==> config.mk <==
export PLATFORM = sky130hd
export DESIGN_NAME = dmac_seq
export DESIGN_NICKNAME = d
export VERILOG_FILES = /design/src/rtl/dmac_seq_pkg.sv /design/src/rtl/dmac_seq_addr.sv /design/src/rtl/dmac_seq_reqdet.sv /design/src/rtl/dmac_seq.sv
export SDC_FILE = /design/constraint.sdc
export NUM_CORES = 1
export LEC_CHECK = 0
export BUFFER_PORTS_ARGS = -buffer_cell sky130_fd_sc_hd__buf_2
export CAP_MARGIN = 20
export CORE_AREA = 3 3 175 177
export CTS_BUF_LIST = sky130_fd_sc_hd__clkbuf_2 sky130_fd_sc_hd__clkbuf_4 sky130_fd_sc_hd__clkbuf_8
export CTS_CLUSTER_SIZE = 14
export DETAILED_ROUTE_END_ITERATION = 7
export DIE_AREA = 0 0 178 180
export PLACE_DENSITY = 0.65
export SLEW_MARGIN = 20
export SYNTH_ARGS = -nofsm -noshare
export SYNTH_HDL_FRONTEND = slang
export SYNTH_HIERARCHICAL = 1
export SYNTH_SLANG_ARGS = --single-unit
export TNS_END_PERCENT = 100
==> constraint.sdc <==
create_clock -name clk -period 7.5 [get_ports clk]
set_input_delay 0.75 -clock clk [delete_from_list [all_inputs] [get_ports clk]]
set_output_delay 0.75 -clock clk [all_outputs]
set_load 0.02 [all_outputs]
==> src/rtl/dmac_seq_pkg.sv <==
package dmac_seq_pkg;

    typedef enum logic [1:0] {
        ST_IDLE = 2'd0,
        ST_ARM  = 2'd1,
        ST_RD   = 2'd2,
        ST_WR   = 2'd3
    } seq_st_e;

    typedef enum logic [1:0] {
        AM_FIX = 2'd0,
        AM_INC = 2'd1,
        AM_DEC = 2'd2,
        AM_RSV = 2'd3
    } amode_e;

    typedef struct packed {
        amode_e     smode;
        amode_e     dmode;
        logic [1:0] usize;
        logic       auto_req;
        logic       burst;
        logic       edge_det;
        logic       ie;
    } chcfg_t;

    function automatic logic [2:0] unit_bytes(input logic [1:0] usize);
        case (usize)
            2'd0:    return 3'd1;
            2'd1:    return 3'd2;
            default: return 3'd4;
        endcase
    endfunction

endpackage

==> src/rtl/dmac_seq_addr.sv <==
module dmac_seq_addr
    import dmac_seq_pkg::*;
#(
    parameter int AW = 32
) (
    input  logic          clk,
    input  logic          rst,
    input  logic          load,
    input  logic [AW-1:0] load_val,
    input  amode_e        mode,
    input  logic [1:0]    usize,
    input  logic          step,
    output logic [AW-1:0] addr
);

    logic [AW-1:0] addr_q;
    logic [AW-1:0] inc;
    logic [AW-1:0] nxt;

    always_comb begin
        inc = AW'(unit_bytes(usize));
        case (mode)
            AM_INC:  nxt = addr_q + inc;
            AM_DEC:  nxt = addr_q - inc;
            default: nxt = addr_q;
        endcase
    end

    always_ff @(posedge clk) begin
        if (rst)       addr_q <= '0;
        else if (load) addr_q <= load_val;
        else if (step) addr_q <= nxt;
    end

    assign addr = addr_q;


    addr_hold_chk: assert property (@(posedge clk) disable iff (rst)
        (!load && (!step || mode == AM_FIX || mode == AM_RSV)) |=> $stable(addr_q));

endmodule

==> src/rtl/dmac_seq_reqdet.sv <==
module dmac_seq_reqdet (
    input  logic clk,
    input  logic rst,
    input  logic req,
    input  logic edge_mode,
    output logic hit
);

    logic prev_q;
    logic rise;

    always_ff @(posedge clk) begin
        if (rst) prev_q <= 1'b0;
        else     prev_q <= req;
    end

    assign rise = req & ~prev_q;
    assign hit  = edge_mode ? rise : req;


    rise_once_chk: assert property (@(posedge clk) disable iff (rst)
        rise |=> !rise);

endmodule

==> src/rtl/dmac_seq.sv <==
module dmac_seq
    import dmac_seq_pkg::*;
#(
    parameter int AW = 32,
    parameter int DW = 32,
    parameter int CW = 24
) (
    input  logic          clk,
    input  logic          rst,
    input  logic          cfg_load,
    input  logic [AW-1:0] cfg_src,
    input  logic [AW-1:0] cfg_dst,
    input  logic [CW-1:0] cfg_cnt,
    input  logic [1:0]    cfg_smode,
    input  logic [1:0]    cfg_dmode,
    input  logic [1:0]    cfg_usize,
    input  logic          cfg_auto,
    input  logic          cfg_burst,
    input  logic          cfg_edge,
    input  logic          cfg_ie,
    input  logic          ch_en,
    input  logic          mst_en,
    input  logic          nmi,
    input  logic          ext_req,
    input  logic          te_clr,
    output logic          bus_req,
    output logic          bus_we,
    output logic [AW-1:0] bus_addr,
    output logic [1:0]    bus_size,
    output logic [DW-1:0] bus_wdata,
    input  logic [DW-1:0] bus_rdata,
    input  logic          bus_ack,
    output logic          busy,
    output logic          te,
    output logic          end_irq,
    output logic [AW-1:0] cur_src,
    output logic [AW-1:0] cur_dst,
    output logic [CW-1:0] cur_cnt
);

    localparam logic [CW-1:0] CNT_ONE = CW'(1);

    seq_st_e       st_q, st_d;
    chcfg_t        cfg_q;
    logic [CW-1:0] cnt_q;
    logic [DW-1:0] data_q;
    logic          te_q, irq_q;

    logic idle, ld, run_ok, halt, unit_done, last;
    logic edge_mode, req_hit, go, more;

    assign idle      = (st_q == ST_IDLE);
    assign ld        = cfg_load & idle;
    assign run_ok    = ch_en & mst_en & ~nmi;
    assign halt      = ~run_ok;
    assign unit_done = (st_q == ST_WR) & bus_ack;
    assign last      = (cnt_q == CNT_ONE);
    assign edge_mode = cfg_q.burst & cfg_q.edge_det & ~cfg_q.auto_req;
    assign go        = cfg_q.auto_req | req_hit;
    assign more      = cfg_q.burst & (cfg_q.auto_req | edge_mode | ext_req);

    dmac_seq_reqdet u_req (
        .clk       (clk),
        .rst       (rst),
        .req       (ext_req),
        .edge_mode (edge_mode),
        .hit       (req_hit)
    );

    dmac_seq_addr #(.AW(AW)) u_src (
        .clk      (clk),
        .rst      (rst),
        .load     (ld),
        .load_val (cfg_src),
        .mode     (cfg_q.smode),
        .usize    (cfg_q.usize),
        .step     (unit_done),
        .addr     (cur_src)
    );

    dmac_seq_addr #(.AW(AW)) u_dst (
        .clk      (clk),
        .rst      (rst),
        .load     (ld),
        .load_val (cfg_dst),
        .mode     (cfg_q.dmode),
        .usize    (cfg_q.usize),
        .step     (unit_done),
        .addr     (cur_dst)
    );

    always_comb begin
        st_d = st_q;
        unique case (st_q)
            ST_IDLE: if (run_ok && !te_q) st_d = ST_ARM;
            ST_ARM: begin
                if (halt)    st_d = ST_IDLE;
                else if (go) st_d = ST_RD;
            end
            ST_RD: if (bus_ack) st_d = ST_WR;
            ST_WR: begin
                if (bus_ack) begin
                    if (last || halt) st_d = ST_IDLE;
                    else if (more)    st_d = ST_RD;
                    else              st_d = ST_ARM;
                end
            end
        endcase
    end

    always_ff @(posedge clk) begin
        if (rst) begin
            st_q   <= ST_IDLE;
            cfg_q  <= '0;
            cnt_q  <= '0;
            data_q <= '0;
            te_q   <= 1'b0;
            irq_q  <= 1'b0;
        end else begin
            st_q <= st_d;
            if (ld) begin
                cfg_q.smode    <= amode_e'(cfg_smode);
                cfg_q.dmode    <= amode_e'(cfg_dmode);
                cfg_q.usize    <= cfg_usize;
                cfg_q.auto_req <= cfg_auto;
                cfg_q.burst    <= cfg_burst;
                cfg_q.edge_det <= cfg_edge;
                cfg_q.ie       <= cfg_ie;
                cnt_q          <= cfg_cnt;
            end else if (unit_done) begin
                cnt_q <= cnt_q - CNT_ONE;
            end
            if (st_q == ST_RD && bus_ack) data_q <= bus_rdata;
            if (unit_done && last) begin
                te_q  <= 1'b1;
                irq_q <= cfg_q.ie;
            end else if (te_clr) begin
                te_q  <= 1'b0;
                irq_q <= 1'b0;
            end
        end
    end

    assign bus_req   = (st_q == ST_RD) | (st_q == ST_WR);
    assign bus_we    = (st_q == ST_WR);
    assign bus_addr  = (st_q == ST_WR) ? cur_dst : cur_src;
    assign bus_size  = cfg_q.usize;
    assign bus_wdata = data_q;
    assign busy      = ~idle;
    assign te        = te_q;
    assign end_irq   = irq_q;
    assign cur_cnt   = cnt_q;


    start_gate_chk: assert property (@(posedge clk) disable iff (rst)
        (st_q == ST_IDLE && !(run_ok && !te_q)) |=> (st_q == ST_IDLE));


    abort_chk: assert property (@(posedge clk) disable iff (rst)
        (unit_done && !last && halt) |=> (st_q == ST_IDLE && !te_q));


    te_set_chk: assert property (@(posedge clk) disable iff (rst)
        $rose(te_q) |-> $past(unit_done && last));


    irq_te_chk: assert property (@(posedge clk) disable iff (rst)
        irq_q |-> te_q);


    cs_release_chk: assert property (@(posedge clk) disable iff (rst)
        (unit_done && !cfg_q.burst) |=> !bus_req);


    cfg_hold_chk: assert property (@(posedge clk) disable iff (rst)
        (st_q != ST_IDLE) |=> $stable(cfg_q));

endmodule

==> out/qor.yml <==
status: "finished, final reports clean"
track_usage_pct: 22.4
cp-end-kind: "flop"
cts_made_buffers: 17
grt_use_met1_pct: 28.2
fmax_mhz: 276
yosys_warnings: 6
gp_congestion: 0.945
relSlewSlack_pct: 28.3
clk_path_buf_depth: 2
post-route-min-period_ps: 3630
fin_ws_ps: 3870
finClkSkew_ps: 29.1
dieArea_um2: 32000
num_vias: 10500
cts_tree: "built"
remaining_drc_errors: 0
synthFlopType: "dfxtp_1"
nNetsFinal: 1743
slew_violations: 0
ys_top_cells_by_area: "dfxtp_1 (27%), a21oi_1 (8.6%), ha_1 (8.1%)"
cts_hold_buffers: 0
critPathMaxFanout: 31
syn_nets: 1512
cp-start-kind: "flop"
asyncSetResetFlopFracSynth_pct: 0
yosys_register_bits: 135
dp_slack_ps: 3940
max_cap_violations: 0
grt_pass1_vias: 9963
antenna_found_initial: 4
met2_usage_pct: 35.8
worst_pin_slew_ps: 1070
num_io_pins: 298
p_leak_nw: 5.38
cts_setup_buffers: 0
grt_pass1_wl_um: 56600
core_um2: 29400
met3_usage_pct: 6.49
fp.dieH_um: 180
drt_pass1_iterations: 5
period_share_pct: 48.4
clk_pin_slew_worst_paths_ps: 90
drt_wl_total_um: 37000
cts.sinks: 135
wire_per_inst_um: 19.1
initial_core_util_pct: 33.7
n_antenna_cell: 0
die_x_um: 178
cts_resized: 0
cts_max_level: 4
cp.arrival_ps: 3980
synth-edff-count: 0
synth.avg_cell_area_um2: 7.58
yosysTopAreaCellShare_pct: 27.3
overflow: 0
port-buffer-count: 297
critPathKind: "reg -> reg"
insertion_delay_ps: 470
busiest_layer: "met2"
synth_cell_types: 75
hold_viol: 0
place_hpwl_um: 28000
worstHoldPathType: "reg -> reg"
synthesis.area_um2: 9900
drive_gt1_share_pct: 27.3
drtIter0Drc: 666
area_growth_pct: 20.7
antenna_left: 0
grt_start_max_net_pins: 95
post_drt_via_cell_ratio: 5.42
cts-root-buf: "clkbuf_8"
fp-row-count: 63
synthCells: 1307
ir_worst_vdd_mv: 0.0949
worstPathRequired_ps: 7850
setup_violations: 0
rsz0062_at_grt: "no"
ys_seq_area_share_pct: 27.3
power_density_nw_per_um2: 167
synth_top_area_cell: "dfxtp_1"
tns_ps: 0
## worst max-delay path, stage by stage (launching register included)
cell and delay [ps]:
dfxtp_1 330, nand2b_1 190, inv_1 790, ha_1 480, a21oi_1 270, o21ai_0 140, a21oi_1 230, o41ai_4 150
a41oi_2 250, a21oi_1 130, mux2i_1 190, nor3_2 60, a2111oi_2 290
## metrics by stage
step	total power, mW	cell area [um2]	util [%]	hold slack (ps)	cells
2_1_floorplan	1.18	9900	-	437	1307
3_3_place_gp	1.36	11600	39.3	439	1909
3_5_place_dp	1.37	11600	39.3	445	1909
4_1_cts	2.02	12000	40.7	458	1941
5_1_grt	2.11	12000	40.7	473	1941
6_report	2.00	12000	40.7	455	1941
## logic make-up after synthesis
| family | synth area share [%] |
|---|---|
| adders and majority gates | 8.49 |
| DFF | 27.3 |
| AOI/OAI and AO/OA | 27.1 |
| buffers and inverters | 5.53 |
| and+or+nand+nor | 21.0 |
| muxes | 4.95 |
| xor gates and xnor gates | 5.57 |
## sequential cells by signal, summed over array words and instances, names as in the netlist
register      cells
bus_wdata        32
cfg_q             8
te                1
bus_size          2
cur_cnt          24
u_dst/addr       32
end_irq           1
u_req/prev_q      1
u_src/addr       32
st_q              2
## cells in the mapped netlist (9+ instances only)
master,count
a211oi_1,17
nor2_1,132
a21oi_1,170
nand4_1,26
nand3_1,14
mux2i_1,13
a31oi_1,12
o21ai_0,42
o21bai_1,14
nor3_1,10
ha_1,64
a221oi_1,14
mux2_2,32
a311oi_1,10
xnor2_1,42
a21o_1,20
dfxtp_1,135
nand2_1,202
buf_2,14
clkbuf_1,65
inv_1,43
o31ai_1,13
nor4_1,11
xor2_1,21
or3_1,9
## per-layer routing
metal  vias to the layer above  wire, um
li1                       5146         -
met1                      4804     15700
met2                       484     16600
met3                        71      3260
met4                         8      1380
met5                         -        68
## where the power goes
group | leakage, nW | internal, mW | switching, mW
clock | 0.194 | 0.285 | 0.358
combinational | 4.08 | 0.203 | 0.329
sequential | 1.11 | 0.755 | 0.0693
## final timing paths
| check | slack, ps | depth (start not counted) | startpoint | end |
|---|---|---|---|---|
| worst max-delay path | 3870 | 12 | cfg_q[6] | u_dst/addr[26] |
| worst min-delay path | 460 | 2 | bus_wdata[2] | bus_wdata[2] |
| worst max register to register | 3870 | 12 | cfg_q[6] | u_dst/addr[26] |
| worst min register to register | 460 | 2 | bus_wdata[2] | bus_wdata[2] |
## cell usage in the layout (no fill, tap or decap), types with 9 or more instances in the layout
cell type,Yosys,layout
a211oi_1,17,17
buf_2,14,296
or3_1,9,9
clkbuf_8,0,18
ha_1,64,64
nor3_1,10,10
xnor2_1,42,42
nand3_1,14,14
nor4_1,11,11
o21bai_1,14,14
nand4_1,26,26
dfxtp_1,135,135
mux2i_1,13,13
mux2_2,32,32
nor2_1,132,131
a21o_1,20,20
o21ai_0,42,42
a31oi_1,12,12
inv_1,43,43
a221oi_1,14,14
a311oi_1,10,10
a21oi_1,170,170
nand2_1,202,201
xor2_1,21,21
o31ai_1,13,13
## cell type report
| class | count | area, um2 |
|---|---|---|
| clock buffer | 19 | 255 |
| inverter | 45 | 171 |
| fill | 3062 | 17400 |
| tap | 390 | 488 |
| sequential | 135 | 2700 |
| multi-input combinational | 1035 | 6660 |
| timing repair buffer | 304 | 1540 |
| clock inverter | 13 | 135 |
Note: power is estimated with default switching activity, not from simulation.
